File: config.mk
export PLATFORM = sky130hd
export DESIGN_NAME = slot_cmd_ctrl
export DESIGN_NICKNAME = d
export VERILOG_FILES = /design/src/rtl/slot_cmd_pkg.sv /design/src/rtl/slot_cmd_timer.sv /design/src/rtl/slot_evt_status.sv /design/src/rtl/slot_cmd_ctrl.sv
export SDC_FILE = /design/constraint.sdc
export NUM_CORES = 1
export LEC_CHECK = 0
export ABC_AREA = 1
export BUFFER_PORTS_ARGS = -buffer_cell sky130_fd_sc_hd__buf_2
export CAP_MARGIN = 10
export CELL_PAD_IN_SITES_DETAIL_PLACEMENT = 1
export CELL_PAD_IN_SITES_GLOBAL_PLACEMENT = 2
export CORE_ASPECT_RATIO = 1.75
export CORE_MARGIN = 2
export CORE_UTILIZATION = 27
export CTS_CLUSTER_DIAMETER = 60
export DETAILED_ROUTE_END_ITERATION = 6
export PLACE_DENSITY = 0.81
export SYNTH_ARGS = -nofsm -noshare
export SYNTH_HDL_FRONTEND = slang
export SYNTH_SLANG_ARGS = --single-unit
File: constraint.sdc
create_clock -name clk_i -period 2.8 [get_ports clk_i]
set_clock_uncertainty 0.05 [all_clocks]
set_input_delay 0.56 -clock clk_i [delete_from_list [all_inputs] [get_ports clk_i]]
set_output_delay 0.56 -clock clk_i [all_outputs]
set_load 0.02 [all_outputs]
File: src/rtl/slot_cmd_pkg.sv
package slot_cmd_pkg;
  localparam int DATA_W = 16;
  localparam int EVT_N  = 5;
  localparam int CTRL_W = 6;
  localparam int EVT_CC = 4;
  localparam int CTL_HPIE = 5;

  typedef enum logic [1:0] {
    REG_CAP_LO = 2'd0,
    REG_CAP_HI = 2'd1,
    REG_CTRL   = 2'd2,
    REG_STAT   = 2'd3
  } reg_addr_e;
endpackage

File: src/rtl/slot_cmd_timer.sv
module slot_cmd_timer #(
  parameter int CMD_LAT = 16
) (
  input  logic clk_i,
  input  logic rst_ni,
  input  logic start_i,
  output logic done_o,
  output logic busy_o
);
  localparam int CW = $clog2(CMD_LAT + 1);
  localparam logic [CW-1:0] LAT_V = CW'(CMD_LAT);

  logic [CW-1:0] cnt_q;
  logic          busy_q;

  always_ff @(posedge clk_i or negedge rst_ni) begin
    if (!rst_ni) begin
      cnt_q  <= '0;
      busy_q <= 1'b0;
    end else if (start_i) begin
      cnt_q  <= LAT_V;
      busy_q <= 1'b1;
    end else if (busy_q) begin
      cnt_q <= cnt_q - 1'b1;
      if (cnt_q == CW'(1)) busy_q <= 1'b0;
    end
  end

  // a restart in the final cycle suppresses the old completion
  assign done_o = busy_q && (cnt_q == CW'(1)) && !start_i;
  assign busy_o = busy_q;

  a_r5_cnt_range: assert property (@(posedge clk_i) disable iff (!rst_ni)
    busy_q |-> (cnt_q != '0 && cnt_q <= LAT_V));
  a_r5_single_done: assert property (@(posedge clk_i) disable iff (!rst_ni)
    done_o |=> !done_o);
  a_r4_start_loads: assert property (@(posedge clk_i) disable iff (!rst_ni)
    start_i |=> (busy_q && cnt_q == LAT_V));
endmodule

File: src/rtl/slot_evt_status.sv
module slot_evt_status
  import slot_cmd_pkg::*;
(
  input  logic             clk_i,
  input  logic             rst_ni,
  input  logic [EVT_N-2:0] sens_i,
  input  logic             cmd_done_i,
  input  logic             clr_we_i,
  input  logic [EVT_N-1:0] clr_mask_i,
  input  logic [EVT_N-1:0] en_i,
  input  logic             hpie_i,
  output logic [EVT_N-1:0] stat_o,
  output logic             irq_o
);
  logic [EVT_N-1:0] set_v, stat_q, fresh_v;
  logic             irq_q;

  assign set_v = {cmd_done_i, sens_i};

  for (genvar i = 0; i < EVT_N; i++) begin : g_flag
    always_ff @(posedge clk_i or negedge rst_ni) begin
      if (!rst_ni) stat_q[i] <= 1'b0;
      else         stat_q[i] <= set_v[i] | (stat_q[i] & ~(clr_we_i & clr_mask_i[i]));
    end

    a_r6_w1c: assert property (@(posedge clk_i) disable iff (!rst_ni)
      (clr_we_i && clr_mask_i[i] && !set_v[i]) |=> !stat_q[i]);
    a_r7_set: assert property (@(posedge clk_i) disable iff (!rst_ni)
      set_v[i] |=> stat_q[i]);
  end

  // only a clear-to-set transition can interrupt
  assign fresh_v = set_v & ~stat_q & en_i;

  always_ff @(posedge clk_i or negedge rst_ni) begin
    if (!rst_ni) irq_q <= 1'b0;
    else         irq_q <= hpie_i & (|fresh_v);
  end

  assign stat_o = stat_q;
  assign irq_o  = irq_q;

  a_r10_full_quiet: assert property (@(posedge clk_i) disable iff (!rst_ni)
    (&stat_q) |=> !irq_o);
  a_r9_hpie_off: assert property (@(posedge clk_i) disable iff (!rst_ni)
    !hpie_i |=> !irq_o);
  a_r4_cc_set: assert property (@(posedge clk_i) disable iff (!rst_ni)
    cmd_done_i |=> stat_q[EVT_CC]);
endmodule

File: src/rtl/slot_cmd_ctrl.sv
module slot_cmd_ctrl
  import slot_cmd_pkg::*;
#(
  parameter int CMD_LAT  = 16,
  parameter int SLOT_NUM = 3
) (
  input  logic              clk_i,
  input  logic              rst_ni,
  input  logic [1:0]        addr_i,
  input  logic              wr_en_i,
  input  logic [DATA_W-1:0] wdata_i,
  output logic [DATA_W-1:0] rdata_o,
  input  logic              btn_press_i,
  input  logic              pwr_fault_i,
  input  logic              mrl_chg_i,
  input  logic              pres_chg_i,
  output logic              irq_o
);
  localparam logic [DATA_W-1:0] CAP_LO = DATA_W'(1); // capable=1, no-completion=0
  localparam logic [DATA_W-1:0] CAP_HI = DATA_W'(SLOT_NUM);

  logic [CTRL_W-1:0] ctrl_q;
  logic [EVT_N-1:0]  stat;
  logic              ctrl_we, stat_we, cmd_done, cmd_busy;
  logic              unused_bits;

  assign ctrl_we = wr_en_i && (addr_i == REG_CTRL);
  assign stat_we = wr_en_i && (addr_i == REG_STAT);
  assign unused_bits = ^wdata_i[DATA_W-1:CTRL_W] ^ cmd_busy;

  always_ff @(posedge clk_i or negedge rst_ni) begin
    if (!rst_ni)      ctrl_q <= '0;
    else if (ctrl_we) ctrl_q <= wdata_i[CTRL_W-1:0];
  end

  slot_cmd_timer #(.CMD_LAT(CMD_LAT)) u_timer (
    .clk_i  (clk_i),
    .rst_ni (rst_ni),
    .start_i(ctrl_we),
    .done_o (cmd_done),
    .busy_o (cmd_busy)
  );

  slot_evt_status u_status (
    .clk_i     (clk_i),
    .rst_ni    (rst_ni),
    .sens_i    ({pres_chg_i, mrl_chg_i, pwr_fault_i, btn_press_i}),
    .cmd_done_i(cmd_done),
    .clr_we_i  (stat_we),
    .clr_mask_i(wdata_i[EVT_N-1:0]),
    .en_i      (ctrl_q[EVT_N-1:0]),
    .hpie_i    (ctrl_q[CTL_HPIE]),
    .stat_o    (stat),
    .irq_o     (irq_o)
  );

  always_comb begin
    unique case (reg_addr_e'(addr_i))
      REG_CAP_LO: rdata_o = CAP_LO;
      REG_CAP_HI: rdata_o = CAP_HI;
      REG_CTRL:   rdata_o = {{(DATA_W-CTRL_W){1'b0}}, ctrl_q};
      default:    rdata_o = {{(DATA_W-EVT_N){1'b0}}, stat};
    endcase
  end

  a_r1_idle_quiet: assert property (@(posedge clk_i) disable iff (!rst_ni)
    (stat == '0) |-> !irq_o);
  a_r3_ctrl_hold: assert property (@(posedge clk_i) disable iff (!rst_ni)
    !ctrl_we |=> $stable(ctrl_q));
endmodule

==> results.md <==
| Stage | Item | This run |
|---|---|---|
| outcome | Status | finished, final reports clean |
| global route | GR Overflow Total | 0 |
| critical path | Reg-to-reg setup timing slack | 1.56 ns |
| synth | Flop and latch count out of synthesis | 18 |
| clock network | Clock Tree Root | clkbuf_8 |
| pwr | Internal | 0.534 mW |
| hold path | HP Class | input port to asynchronous set/reset pin |
| timing | Final count of hold timing violations | 0 |
| clock network | Number of sinks on the clock net | 18 |
| run | Max-cap violations | 0 |
| synth | Post-synth design cell area | 997 um^2 |
| pwr | Fraction of power spent switching nets | 35.3% |
| synth | Distinct cells, synth | 20 |
| cells and area | Antenna cell count | 0 |
| clock network | Post_cts resized | 0 |
| timing | Total Negative Setup Slacks | 0 ns |
| critical path | Data required time of the critical path | 2.19 ns |
| critical path | R2R depth | 6 |
| clock network | Post-CTS Hold Buffers | 0 |
| cells and area | Fraction of the core area covered by cells at the end of the flow | 32.0% |
| critical path | Critical setup path kind | input port to output port |
| global route | First-pass GRT wire length | 3660 um |
| cells and area | Register area | 450 um^2 |
| die | CORE AREA | 3590 um^2 |
| place | Pre-CTS setup slack | 0.924 ns |
| global route | Global-route usage over all layers | 11.5% |
| route | Vias | 834 |
| pwr | Share of total power in the clock network | 25.4% |
| synth | Cell count after synthesis | 121 |
| clock network | Max H-tree Level | 1 |
| die | Die H | 84.4 um |
| clock network | CTS clock-pin slew for the worst setup and hold paths | 0.07 ns |
| pwr | P_leak | 0.647 nW |
| pwr | Sequential cell fraction of total power | 45.7% |
| cells and area | Area used by multi-input combinational logic | 404 um^2 |
| critical path | Crit start category | input port |
| critical path | Critical Path AT | 1.24 ns |
| global route | Met2 Use GR | 23.0% |
| synth | Proportion of synthesized chip area in sequential cells | 45.2% |
| route | Post-detailed-route DRC marker count | 0 |
| global route | Initial antenna violation count | 0 |
| place | DP Wirelength | 1860 um |
| timing | Number of endpoints failing setup at the final stage | 0 |
| pwr | Combinational power share | 28.9% |
| route | Antenna Violating Nets Remaining | 0 |
| cells and area | Net count reported at finish | 171 |
| timing | F_max | 541 MHz |
| route | Detailed router's first-iteration violation count | 11 |
| synth | Post-synth top area share | 45.2% |
| die | Standard-cell rows | 29 |
| cells and area | Final Non-Filler Cells | 189 |
| timing | Final period util | 66.1% |
| synth | Syn Area/Cell | 8.24 um^2 |
| global route | Pin count of the biggest net entering global routing | 21 |
| pwr | Power per cell area | 716 nW/um^2 |
| route | Post-detailed-route wirelength per cell | 11.9 um |
| pwr | Switching power summed over all nets | 0.291 mW |
| clock network | Number of clock buffers inserted by TritonCTS | 3 |
| global route | Global-route track usage on met3 | 2.49% |
| synth | Cell types occupying the most area after synthesis | dfrtp_1, buf_4, inv_1 |
| place | Routability Congestion | 0.703 |
| cells and area | Count of fill cells added during filler insertion | 462 |
| cells and area | Top library cells by usage in the layout, fill and taps aside | buf_2, inv_1, dfrtp_1 |
| timing | Hold slack final | 0.181 ns |
| die | Die width | 49.9 um |
| clock network | CTS tree | done |
| cells and area | Fraction of final layout cells sized beyond drive strength 1 | 23.1% |
| synth | Syn. warnings | 0 |
| die | Number of placed I/O pins | 42 |
| clock network | Buffer count from post-CTS setup fixing | 0 |
| route | Detailed Route WL | 2260 um |
| place | Dpl cells | 185 |
| place | Number of port buffers | 21 |
| place | Placed Instance Area | 1100 um^2 |
| critical path | Critical register-to-register path endpoint | u_status.irq_o |
| clock network | Source-to-sink clock delay at the later pin of the worst-skew pair | 0.25 ns |
| die | Initial core utilization | 27.8% |
| cells and area | Most common cell after layout, fill and taps aside | buf_2 |
| timing | RSZ-0062 raised after global routing | no |
| clock network | Buffers from clock root to sink, at most | 2 |
| cells and area | Layout area overhead | 15.4% |
| pwr | VDD IR max | 0.234 mV |
| timing | Final-report max-slew violation count | 0 |
| cells and area | Total non-filler cell area in the finished layout | 1150 um^2 |
| die | Die area | 4210 um^2 |
| critical path | CP Capture Type | output port |
| route | Detailed Routing Iterations Pass 1 | 3 |
| critical path | R2R Path Start | u_timer.cnt_q[1] |
| synth | Most area-hungry cell type in the Yosys netlist | dfrtp_1 |
| global route | Layer with the highest usage | met2 |
| global route | Routing usage on met1 | 10.4% |
| critical path | Largest fanout on the critical path | 5 |
| timing | Final critical-path setup slack | 0.950 ns |
| pwr | Total Power Consumption | 0.825 mW |
| global route | Number of global-route vias before repair | 835 |
| timing | Minimum clock period | 1.85 ns |
| route | Mean number of vias per cell | 4.41 |
==> sequential cells by signal (all words and copies together) (netlist names) <==
signal and cells:
ctrl_q 6, u_status.stat_o 5, u_timer.cnt_q 5, u_status.irq_o 1, u_timer.busy_o 1
==> synthesized netlist by cell type <==
library cell,instances
a21oi_1,5
buf_4,10
buf_6,2
conb_1,1
dfrtp_1,18
ha_1,2
inv_1,19
inv_2,2
nand2_1,14
nand2_2,2
nand2_4,1
nand3_1,10
nand3_2,1
nand4_1,2
nor2_1,11
o21ai_0,10
o21ai_1,5
o21ai_2,1
o21bai_1,4
o31ai_2,1
==> critical path: stages <==
cell	delay, ns
buf_2	0.11
inv_2	0.09
nand2_1	0.10
o21ai_0	0.18
buf_2	0.19
==> power groups by stage <==
stage	logic (mW)	clock network, mW	registers [mW]
floorplan	0.189	0	0.367
global placement	0.230	0	0.378
detailed placement	0.245	0	0.382
CTS	0.245	0.218	0.378
global route	0.275	0.229	0.388
finish	0.238	0.209	0.377
==> how the worst max path moves through the flow <==
| stage | from | endpoint | slack (ns) | depth (start not counted) |
|---|---|---|---|---|
| CTS | addr_i[0] | rdata_o[4] | 0.92 | 5 |
| global placement | addr_i[0] | rdata_o[4] | 0.97 | 5 |
| detailed placement | addr_i[0] | rdata_o[4] | 0.92 | 5 |
| global route | addr_i[0] | rdata_o[4] | 0.84 | 5 |
| finish | addr_i[0] | rdata_o[4] | 0.95 | 5 |
| floorplan | addr_i[0] | rdata_o[4] | 1.01 | 3 |
==> per-layer routing <==
layer / vias to the layer above / share of wire (%)
li1: 409 / -
met1: 398 / 35
met2: 25 / 59
met3: 2 / 5.2
met4: 0 / 0.75
met5: - / 0
==> kinds of logic after synthesis <==
group	after synthesis	synth area share [%]
other	1	0.376
AOI/OAI and AO/OA	26	15.2
buffers and inverters	33	17.7
DFF	18	45.2
adders and majority gates	2	2.51
and+or+nand+nor	41	19.1
==> final cells by class <==
cell class | count | share of cell area (%)
clock buffer | 4 | 4.78
timing repair buffer | 21 | 9.13
multi-input combinational | 79 | 35.1
sequential | 18 | 39.1
tap | 46 | 5.00
inverter | 21 | 6.85
Note: power is estimated with default switching activity, not from simulation.
